$ cat src/rtl/cof_trace_pkg.sv
package cof_trace_pkg;
  localparam int ADDR_W = 24;

  typedef enum logic [1:0] {
    KIND_NONE = 2'b00,
    KIND_VEC  = 2'b01,
    KIND_SRC  = 2'b10,
    KIND_DST  = 2'b11
  } cof_kind_e;

  typedef struct packed {
    cof_kind_e         kind;
    logic [ADDR_W-1:0] addr;
  } trace_line_t;

  localparam int LINE_W = $bits(trace_line_t);
endpackage

$ cat src/rtl/cof_src_filter.sv
module cof_src_filter #(
  parameter int ADDR_W = 24
) (
  input  logic              clk,
  input  logic              rst,
  input  logic              start,
  input  logic              ev_fire,
  input  logic              ev_is_src,
  input  logic              loop_mode,
  input  logic [ADDR_W-1:0] ev_addr,
  output logic              keep
);
  logic [ADDR_W-1:0] last_q;
  logic              last_vld_q;
  logic              dup;

  // the arm edge forgets the previous source, so nothing matches in that cycle
  assign dup  = last_vld_q && !start && (ev_addr == last_q);
  assign keep = ev_fire && !(ev_is_src && loop_mode && dup);

  always_ff @(posedge clk) begin
    if (rst) begin
      last_vld_q <= 1'b0;
      last_q     <= '0;
    end else if (keep && ev_is_src) begin
      last_vld_q <= 1'b1;
      last_q     <= ev_addr;
    end else if (start) begin
      last_vld_q <= 1'b0;
    end
  end

  AST_LAST_HOLD: assert property (@(posedge clk) disable iff (rst)
    (!(keep && ev_is_src) && !start) |=> $stable(last_q) && $stable(last_vld_q));
  AST_NO_DUP_SRC: assert property (@(posedge clk) disable iff (rst)
    (keep && ev_is_src && loop_mode && !start && last_vld_q) |-> (ev_addr != last_q));
endmodule

$ cat src/rtl/cof_wr_ctrl.sv
module cof_wr_ctrl #(
  parameter int DEPTH = 64,
  parameter int CNT_W = 16,
  localparam int AW   = $clog2(DEPTH)
) (
  input  logic             clk,
  input  logic             rst,
  input  logic             start,
  input  logic             keep,
  output logic [AW-1:0]    wr_addr,
  output logic [CNT_W-1:0] cnt_q,
  output logic             wrap_q
);
  localparam logic [AW-1:0]    LAST_SLOT = AW'(DEPTH - 1);
  localparam logic [CNT_W-1:0] CNT_MAX   = {CNT_W{1'b1}};

  logic [AW-1:0]    ptr_q, ptr_d;
  logic [CNT_W-1:0] cnt_base, cnt_d;
  logic             wrap_base, wrap_d;

  always_comb begin
    wr_addr   = start ? '0 : ptr_q;
    cnt_base  = start ? '0 : cnt_q;
    wrap_base = start ? 1'b0 : wrap_q;
    ptr_d     = wr_addr;
    cnt_d     = cnt_base;
    wrap_d    = wrap_base;
    if (keep) begin
      if (wr_addr == LAST_SLOT) begin
        ptr_d  = '0;
        wrap_d = 1'b1;
      end else begin
        ptr_d  = wr_addr + 1'b1;
      end
      if (cnt_base != CNT_MAX) cnt_d = cnt_base + 1'b1;
    end
  end

  always_ff @(posedge clk) begin
    if (rst) begin
      ptr_q  <= '0;
      cnt_q  <= '0;
      wrap_q <= 1'b0;
    end else begin
      ptr_q  <= ptr_d;
      cnt_q  <= cnt_d;
      wrap_q <= wrap_d;
    end
  end

  AST_HOLD_ON_DROP: assert property (@(posedge clk) disable iff (rst)
    (!keep && !start) |=> $stable(ptr_q) && $stable(cnt_q));
  AST_WRAP_STICKY: assert property (@(posedge clk) disable iff (rst)
    (wrap_q && !start) |=> wrap_q);
  AST_CNT_NOSHRINK: assert property (@(posedge clk) disable iff (rst)
    !start |=> cnt_q >= $past(cnt_q));
endmodule

$ cat src/rtl/cof_trace_rec.sv
module cof_trace_rec
  import cof_trace_pkg::*;
#(
  parameter int  DEPTH = 64,
  parameter int  CNT_W = 16,
  localparam int AW    = $clog2(DEPTH)
) (
  input  logic              clk,
  input  logic              rst,
  input  logic              arm,
  input  logic              loop_mode,
  input  logic              ev_valid,
  input  logic [1:0]        ev_kind,
  input  logic [ADDR_W-1:0] ev_addr,
  output logic              mem_we,
  output logic [AW-1:0]     mem_addr,
  output logic [LINE_W-1:0] mem_wdata,
  output logic [CNT_W-1:0]  line_cnt,
  output logic              wrapped
);
  logic        arm_q, start, fire, is_src, keep;
  logic [AW-1:0] wr_addr;
  trace_line_t line;

  assign start  = arm && !arm_q;
  assign fire   = ev_valid && arm && (ev_kind != KIND_NONE);
  assign is_src = (ev_kind == KIND_SRC);
  assign line   = '{kind: cof_kind_e'(ev_kind), addr: ev_addr};

  cof_src_filter #(.ADDR_W(ADDR_W)) u_filter (
    .clk(clk), .rst(rst), .start(start), .ev_fire(fire), .ev_is_src(is_src),
    .loop_mode(loop_mode), .ev_addr(ev_addr), .keep(keep)
  );

  cof_wr_ctrl #(.DEPTH(DEPTH), .CNT_W(CNT_W)) u_wr (
    .clk(clk), .rst(rst), .start(start), .keep(keep),
    .wr_addr(wr_addr), .cnt_q(line_cnt), .wrap_q(wrapped)
  );

  always_ff @(posedge clk) begin
    if (rst) begin
      arm_q     <= 1'b0;
      mem_we    <= 1'b0;
      mem_addr  <= '0;
      mem_wdata <= '0;
    end else begin
      arm_q  <= arm;
      mem_we <= keep;
      if (keep) begin
        mem_addr  <= wr_addr;
        mem_wdata <= line;
      end
    end
  end

  AST_WE_NEEDS_EVENT: assert property (@(posedge clk) disable iff (rst)
    mem_we |-> ($past(ev_valid) && $past(arm)));
  AST_WDATA_KIND: assert property (@(posedge clk) disable iff (rst)
    mem_we |-> (mem_wdata[LINE_W-1 -: 2] != 2'b00));
  AST_KEEP_NON_SRC: assert property (@(posedge clk) disable iff (rst)
    (ev_valid && arm && (ev_kind == 2'b11 || ev_kind == 2'b01)) |=> mem_we);
endmodule

$ cat config.mk
export PLATFORM = sky130hd
export DESIGN_NAME = cof_trace_rec
export DESIGN_NICKNAME = d
export VERILOG_FILES = /design/src/rtl/cof_trace_pkg.sv /design/src/rtl/cof_src_filter.sv /design/src/rtl/cof_wr_ctrl.sv /design/src/rtl/cof_trace_rec.sv
export SDC_FILE = /design/constraint.sdc
export NUM_CORES = 1
export LEC_CHECK = 0
export CORE_MARGIN = 2
export CORE_UTILIZATION = 35
export DETAILED_ROUTE_END_ITERATION = 8
export DONT_BUFFER_PORTS = 1
export HOLD_SLACK_MARGIN = 0.02
export PLACE_DENSITY_LB_ADDON = 0.25
export SYNTH_ARGS = -nofsm -noshare
export SYNTH_HDL_FRONTEND = slang
export SYNTH_SLANG_ARGS = --single-unit
$ cat constraint.sdc
create_clock -name clk -period 8.3 [get_ports clk]
set_input_delay 1.245 -clock clk [delete_from_list [all_inputs] [get_ports clk]]
set_output_delay 1.245 -clock clk [all_outputs]
set_load 0.005 [all_outputs]
== Word-level counts from Yosys, hierarchy flattened ==
Cells that the tools add are included.

* Register bits: 82
* Input port bits: 31

* Muxes and demuxes: 11
* Reduce and logical (&&, ||, !) cells: 14
* $add $sub $neg: 2
* Eq/ne operators: 4

{| class="wikitable"
|+ Operators by type and width
! operator !! number
|-
| 2-to-1 mux 16 bit || 3
|-
| == test 24 bit || 1
|-
| 2-to-1 mux 6 bit || 3
|-
| adder 16 x 1 -> 16 bit (second input constant) || 1
|-
| inequality test 16 bit (second input constant) || 1
|-
| logical AND 1 bit || 9
|-
| adder 6 x 1 -> 6 bit (second input constant) || 1
|-
| == test 6 bit (second input constant) || 1
|-
| 2-to-1 mux 1 bit || 5
|-
| nonzero test 2 bit || 2
|-
| logical NOT 1 bit || 3
|-
| == test 2 bit (second input constant) || 1
|}

== Depth between registers and ports, before layout ==
* Word-level depth: 10
* Mapped depth: 12
* Mapped depth without buffers: 9

== Hierarchy ==
A second synthesis with hierarchy kept.

* Cell total of the unflattened synthesis: 401
* Area, all modules: 3902.5 µm²

{| class="wikitable"
|+ Modules (own cells, without submodules)
! module !! area an instance (µm²) !! sequential area each (µm²) !! times used !! cells an instance
|-
| cof_src_filter || 1420.1 || 500.5 || 1 || 142
|-
| cof_trace_rec || 1244.9 || 680.7 || 1 || 111
|-
| cof_wr_ctrl || 1237.4 || 460.4 || 1 || 148
|}

== Least setup slack after synthesis ==
No wires, ideal clock.

* Kind: in2reg
* Start point: in arm
* End point: reg u_wr.cnt_q[9]
* Arrival time: 3390 ps
* Cell stages on the path: 12
* Data required time: 8182 ps
* Slack: 4792 ps
* Path through: nand2b_1 > clkbuf_1 > clkbuf_1 > buf_2 > and2_1 > ha_1 > and4_1 > nand4_1 > nor3_2 > nor2_1 > and3_1 > mux2i_1

* Cells in the longest elaborated chain, start to end: 8
* Elaborated cells on any way between the ends: 14

{| class="wikitable"
|+ Ends and longest elaborated chain
! item !! line !! RTL
|-
| start, declared || cof_trace_rec.sv:10 || <nowiki>input logic arm,</nowiki>
|-
| branches (longest 7 deep; another with adder 16 x 1 -> 16 bit) || - ||
|-
| 2-to-1 mux 16 bit (*) || cof_wr_ctrl.sv:28 || <nowiki>if (keep) begin</nowiki>
|-
| end signal, assigned || cof_wr_ctrl.sv:46 || <nowiki>cnt_q <= cnt_d;</nowiki>
|-
| end, declared || cof_wr_ctrl.sv:11 || <nowiki>output logic [CNT_W-1:0] cnt_q,</nowiki>
|}

Mark *: on every way between the ends.
A chain may end at the register's enable or synchronous reset.

== Final worst setup path ==
* Start point: in ev_kind[1]
* End point: reg u_wr.ptr_q[5]

* Cells in the longest elaborated chain, start to end: 6
* Elaborated cells on any way between the ends: 8

{| class="wikitable"
|+ Ends and longest elaborated chain
! item !! line !! RTL
|-
| start, declared || cof_trace_rec.sv:13 || <nowiki>input logic [1:0] ev_kind,</nowiki>
|-
| == test 2 bit || cof_trace_rec.sv:27 || <nowiki>assign is_src = (ev_kind == KIND_SRC);</nowiki>
|-
| logical AND 1 bit (2 in series) || cof_src_filter.sv:19 || <nowiki>assign keep = ev_fire && !(ev_is_src && loop_mode && dup);</nowiki>
|-
| logical NOT 1 bit || cof_src_filter.sv:19 ||
|-
| logical AND 1 bit (*) || cof_src_filter.sv:19 ||
|-
| 2-to-1 mux 6 bit (*) || cof_wr_ctrl.sv:28 ||
|-
| end signal, assigned || cof_wr_ctrl.sv:45 || <nowiki>ptr_q <= ptr_d;</nowiki>
|-
| end, declared || cof_wr_ctrl.sv:17 || <nowiki>logic [AW-1:0] ptr_q, ptr_d;</nowiki>
|}

Mark *: on every way between the ends. The rest lies on a longest branch, timed or not.

==> impl_metrics.ini <==
[yosys]
netlist_area_um2 = 4010
ys.flop_type = dfxtp_1
synth-seq-cells = 82
ys_types = 50
synth_top_family_by_area = compound AO/OA/AOI/OAI gates
synth_fp_nets = 486
syn_inst = 453
synth_xor_xnor_area_share = 0.0524
synth_compound_area_frac = 0.240
synthSimpleGateAreaFrac = 0.225
yosys_warnings = 0
syn_area_per_cell_um2 = 8.85
async_flop_share = 0
ys_seq_area_frac = 0.409
muxShareOfSynthArea = 0.00749
synth_edf_count = 0
synth_fa_ha_area_frac = 0.00624

[critical_path]
worst_ep_arrival_time_ns = 4.01
path_cells = nor2b_4 -> nand3_1 -> or4_4 -> o21ai_4 -> buf_4 -> nor3b_1 -> o221a_2
start_kind = input port
cp.buffers_inverters = 1
worstPathRequired_ns = 8.52
end_kind = flip-flop
path_class = in2reg
cp-startpoint = ev_kind[1]
crit_slowest_cell = nor2b_4
reg2reg_from = u_filter.last_q[16]$_SDFFE_PP0P_
cp_max_fo = 57
crit_family = simple AND/OR/NAND/NOR gates
critPathMaxStageDelay_ns = 0.83

[placed_design]
place_hpwl_um = 6310
port-buffer-count = 0
place_area_um2 = 3980
dp.cells = 563
gp_congestion = 0.790

[clocking]
clkLatencyLatePin_ns = 0.33
cts_resized = 0
cts_tree = built
postCtsHoldBufs = 0
cts_root_buf = clkbuf_16
clock_sinks = 82
h-tree-depth = 3
post_cts_buffers = 0
clk_pin_slew_ns = 0.06
numCtsBuffers = 9
cts_buffer_depth = 2

[layout]
fin_cells = 579
diodes = 0
design_area_um2 = 4280
areaGrowthSynthToFinish_pct = 6.84
final_cell_mix = dfxtp_1 (82), nand2_1 (73), nand3_1 (44), a21oi_1 (43), a21oi_2 (27)
final_common_cell = dfxtp_1
layout-drive-gt1-share = 0.126
nets = 464

[hold_path]
hp-class = reg2reg
worstHoldStart = mem_wdata[12]$_SDFFE_PP0N_

[floorplanning]
die_x_um = 111
floorplan.rows = 39
start_util = 0.354
io_pins = 81
dieArea_um2 = 12300
die_height_um = 111
core_um2 = 11300

[grt]
grt_pass1_vias = 3117
grt_start_max_net_pins = 87
overflow = 0
grt_pass1_wl_um = 15900
antenna_found_initial = 0
track_usage = 0.157

[sta]
rsz0062_at_grt = no
fin_setup_tns_ns = 0
min_period_over_period = 0.456
skew_ns = 0.00684
final_hold_viol_count = 0
setup_viol = 0
maxSlewViolCount = 0
tightest_slew_ns = 1.05
fmax_mhz = 264
period_needed_ns = 3.79
hold_slack_ns = 0.472
maxSlewHeadroom = 0.298

[route]
drt-wirelength-per-cell_um = 16.3
route.met3.wl_um = 820
drcViolationCount = 0
dr.pass1.iters = 4
first_iter_violations = 237
wl_um = 9470
vias = 3124
ant_nets = 0
viasPerCell = 5.40
dr_wl_met2_um = 4470
highest_layer = met4
wl_met1_um = 4090

[power]
p_per_area_nw_per_um2 = 200
peakVddDrop_v = 0.000137
p_leak_nw = 1.38

[job]
maxCapViolations = 0

[outcome]
status = complete, no violations
## area by class of cell
type | instances | area (µm²)
clock inverter | 2 | 35.0
clock buffer | 14 | 264
fill | 1176 | 7040
inverter | 3 | 11.3
tap | 143 | 179
sequential | 82 | 1640
timing repair buffer | 2 | 15.0
multi-input combinational | 333 | 2140
## cells in the mapped netlist, types with 2 or more instances
cell type,n,area share
o21ai_0,4,0.0050
a211o_1,3,0.0066
xnor2_1,14,0.031
nor3b_1,2,0.0037
nand2_1,73,0.068
nor2_1,7,0.0066
o21ai_1,6,0.0075
o31ai_1,3,0.0056
o21a_1,2,0.0037
clkbuf_1,14,0.013
nand3_1,44,0.055
buf_2,7,0.0087
and2_1,7,0.011
inv_1,3,0.0028
a21bo_1,24,0.060
dfxtp_1,82,0.41
nor4_1,4,0.0062
o211ai_2,3,0.0094
or4_1,4,0.0075
nor3_2,2,0.0050
a2111o_1,2,0.0056
a21oi_1,43,0.054
xor2_1,10,0.022
o311ai_1,2,0.0044
buf_6,10,0.028
or3_1,5,0.0078
and4_1,2,0.0044
a21oi_2,27,0.059
and3_1,7,0.011
nor3_1,2,0.0025
nor2b_1,3,0.0047
ha_1,2,0.0062
mux2i_1,3,0.0075
nand4_1,9,0.014
buf_1,3,0.0028
## worst reg2reg max path: cells and delay by family, from the launching register on
| kind | cells | cell delay (ns) |
|---|---|---|
| flops | 1 | 0.31 |
| buf+inv | 1 | 0.52 |
| compound gates | 2 | 0.60 |
| simple gates | 3 | 0.90 |
| xor+xnor | 1 | 0.21 |
## path summary, 6_finish.rpt
| check | end | slack [ns] | cells past startpoint |
|---|---|---|---|
| max | u_wr.ptr_q[5]$_SDFF_PP0_ | 4.51 | 7 |
| min | mem_wdata[12]$_SDFFE_PP0N_ | 0.47 | 2 |
| max reg2reg | u_wr.ptr_q[5]$_SDFF_PP0_ | 5.65 | 7 |
| min reg2reg | mem_wdata[12]$_SDFFE_PP0N_ | 0.47 | 2 |
## through the flow
step / util / power [mW] / worst slack (ns)
2_1_floorplan: - / 0.467 / 4.79
6_report: 0.378 / 0.855 / 4.51
5_1_grt: 0.378 / 0.889 / 4.28
3_3_place_gp: 0.352 / 0.464 / 4.21
4_1_cts: 0.378 / 0.871 / 4.50
3_5_place_dp: 0.352 / 0.466 / 4.16
## kinds of logic after synthesis
logic type | after synthesis
multiplexers | 3
buffers and inverters | 38
adder cells (fa/ha/maj) | 2
flip-flops | 82
AO/OA/AOI/OAI | 125
XOR/XNOR | 24
AND/OR/NAND/NOR | 179
## metal layers
metal / GRT usage / up-vias
met5: 0 / -
met4: 0.0379 / 0
met3: 0.0738 / 10
met2: 0.255 / 80
met1: 0.188 / 1478
li1: - / 1556
## power breakdown
part | internal (mW) | switching (mW) | leakage, nW
Combinational | 0.0165 | 0.0305 | 0.564
Sequential | 0.403 | 0.00676 | 0.664
Clock | 0.249 | 0.150 | 0.147
## sequential cells by signal, summed over array words and instances, names as in the netlist
signal and cells:
mem_wdata 26, u_filter.last_vld_q 1, u_wr.wrap_q 1, arm_q 1, u_wr.ptr_q 6, mem_addr 6
u_filter.last_q 24, u_wr.cnt_q 16, mem_we 1
Note: power is estimated with default switching activity, not from simulation.
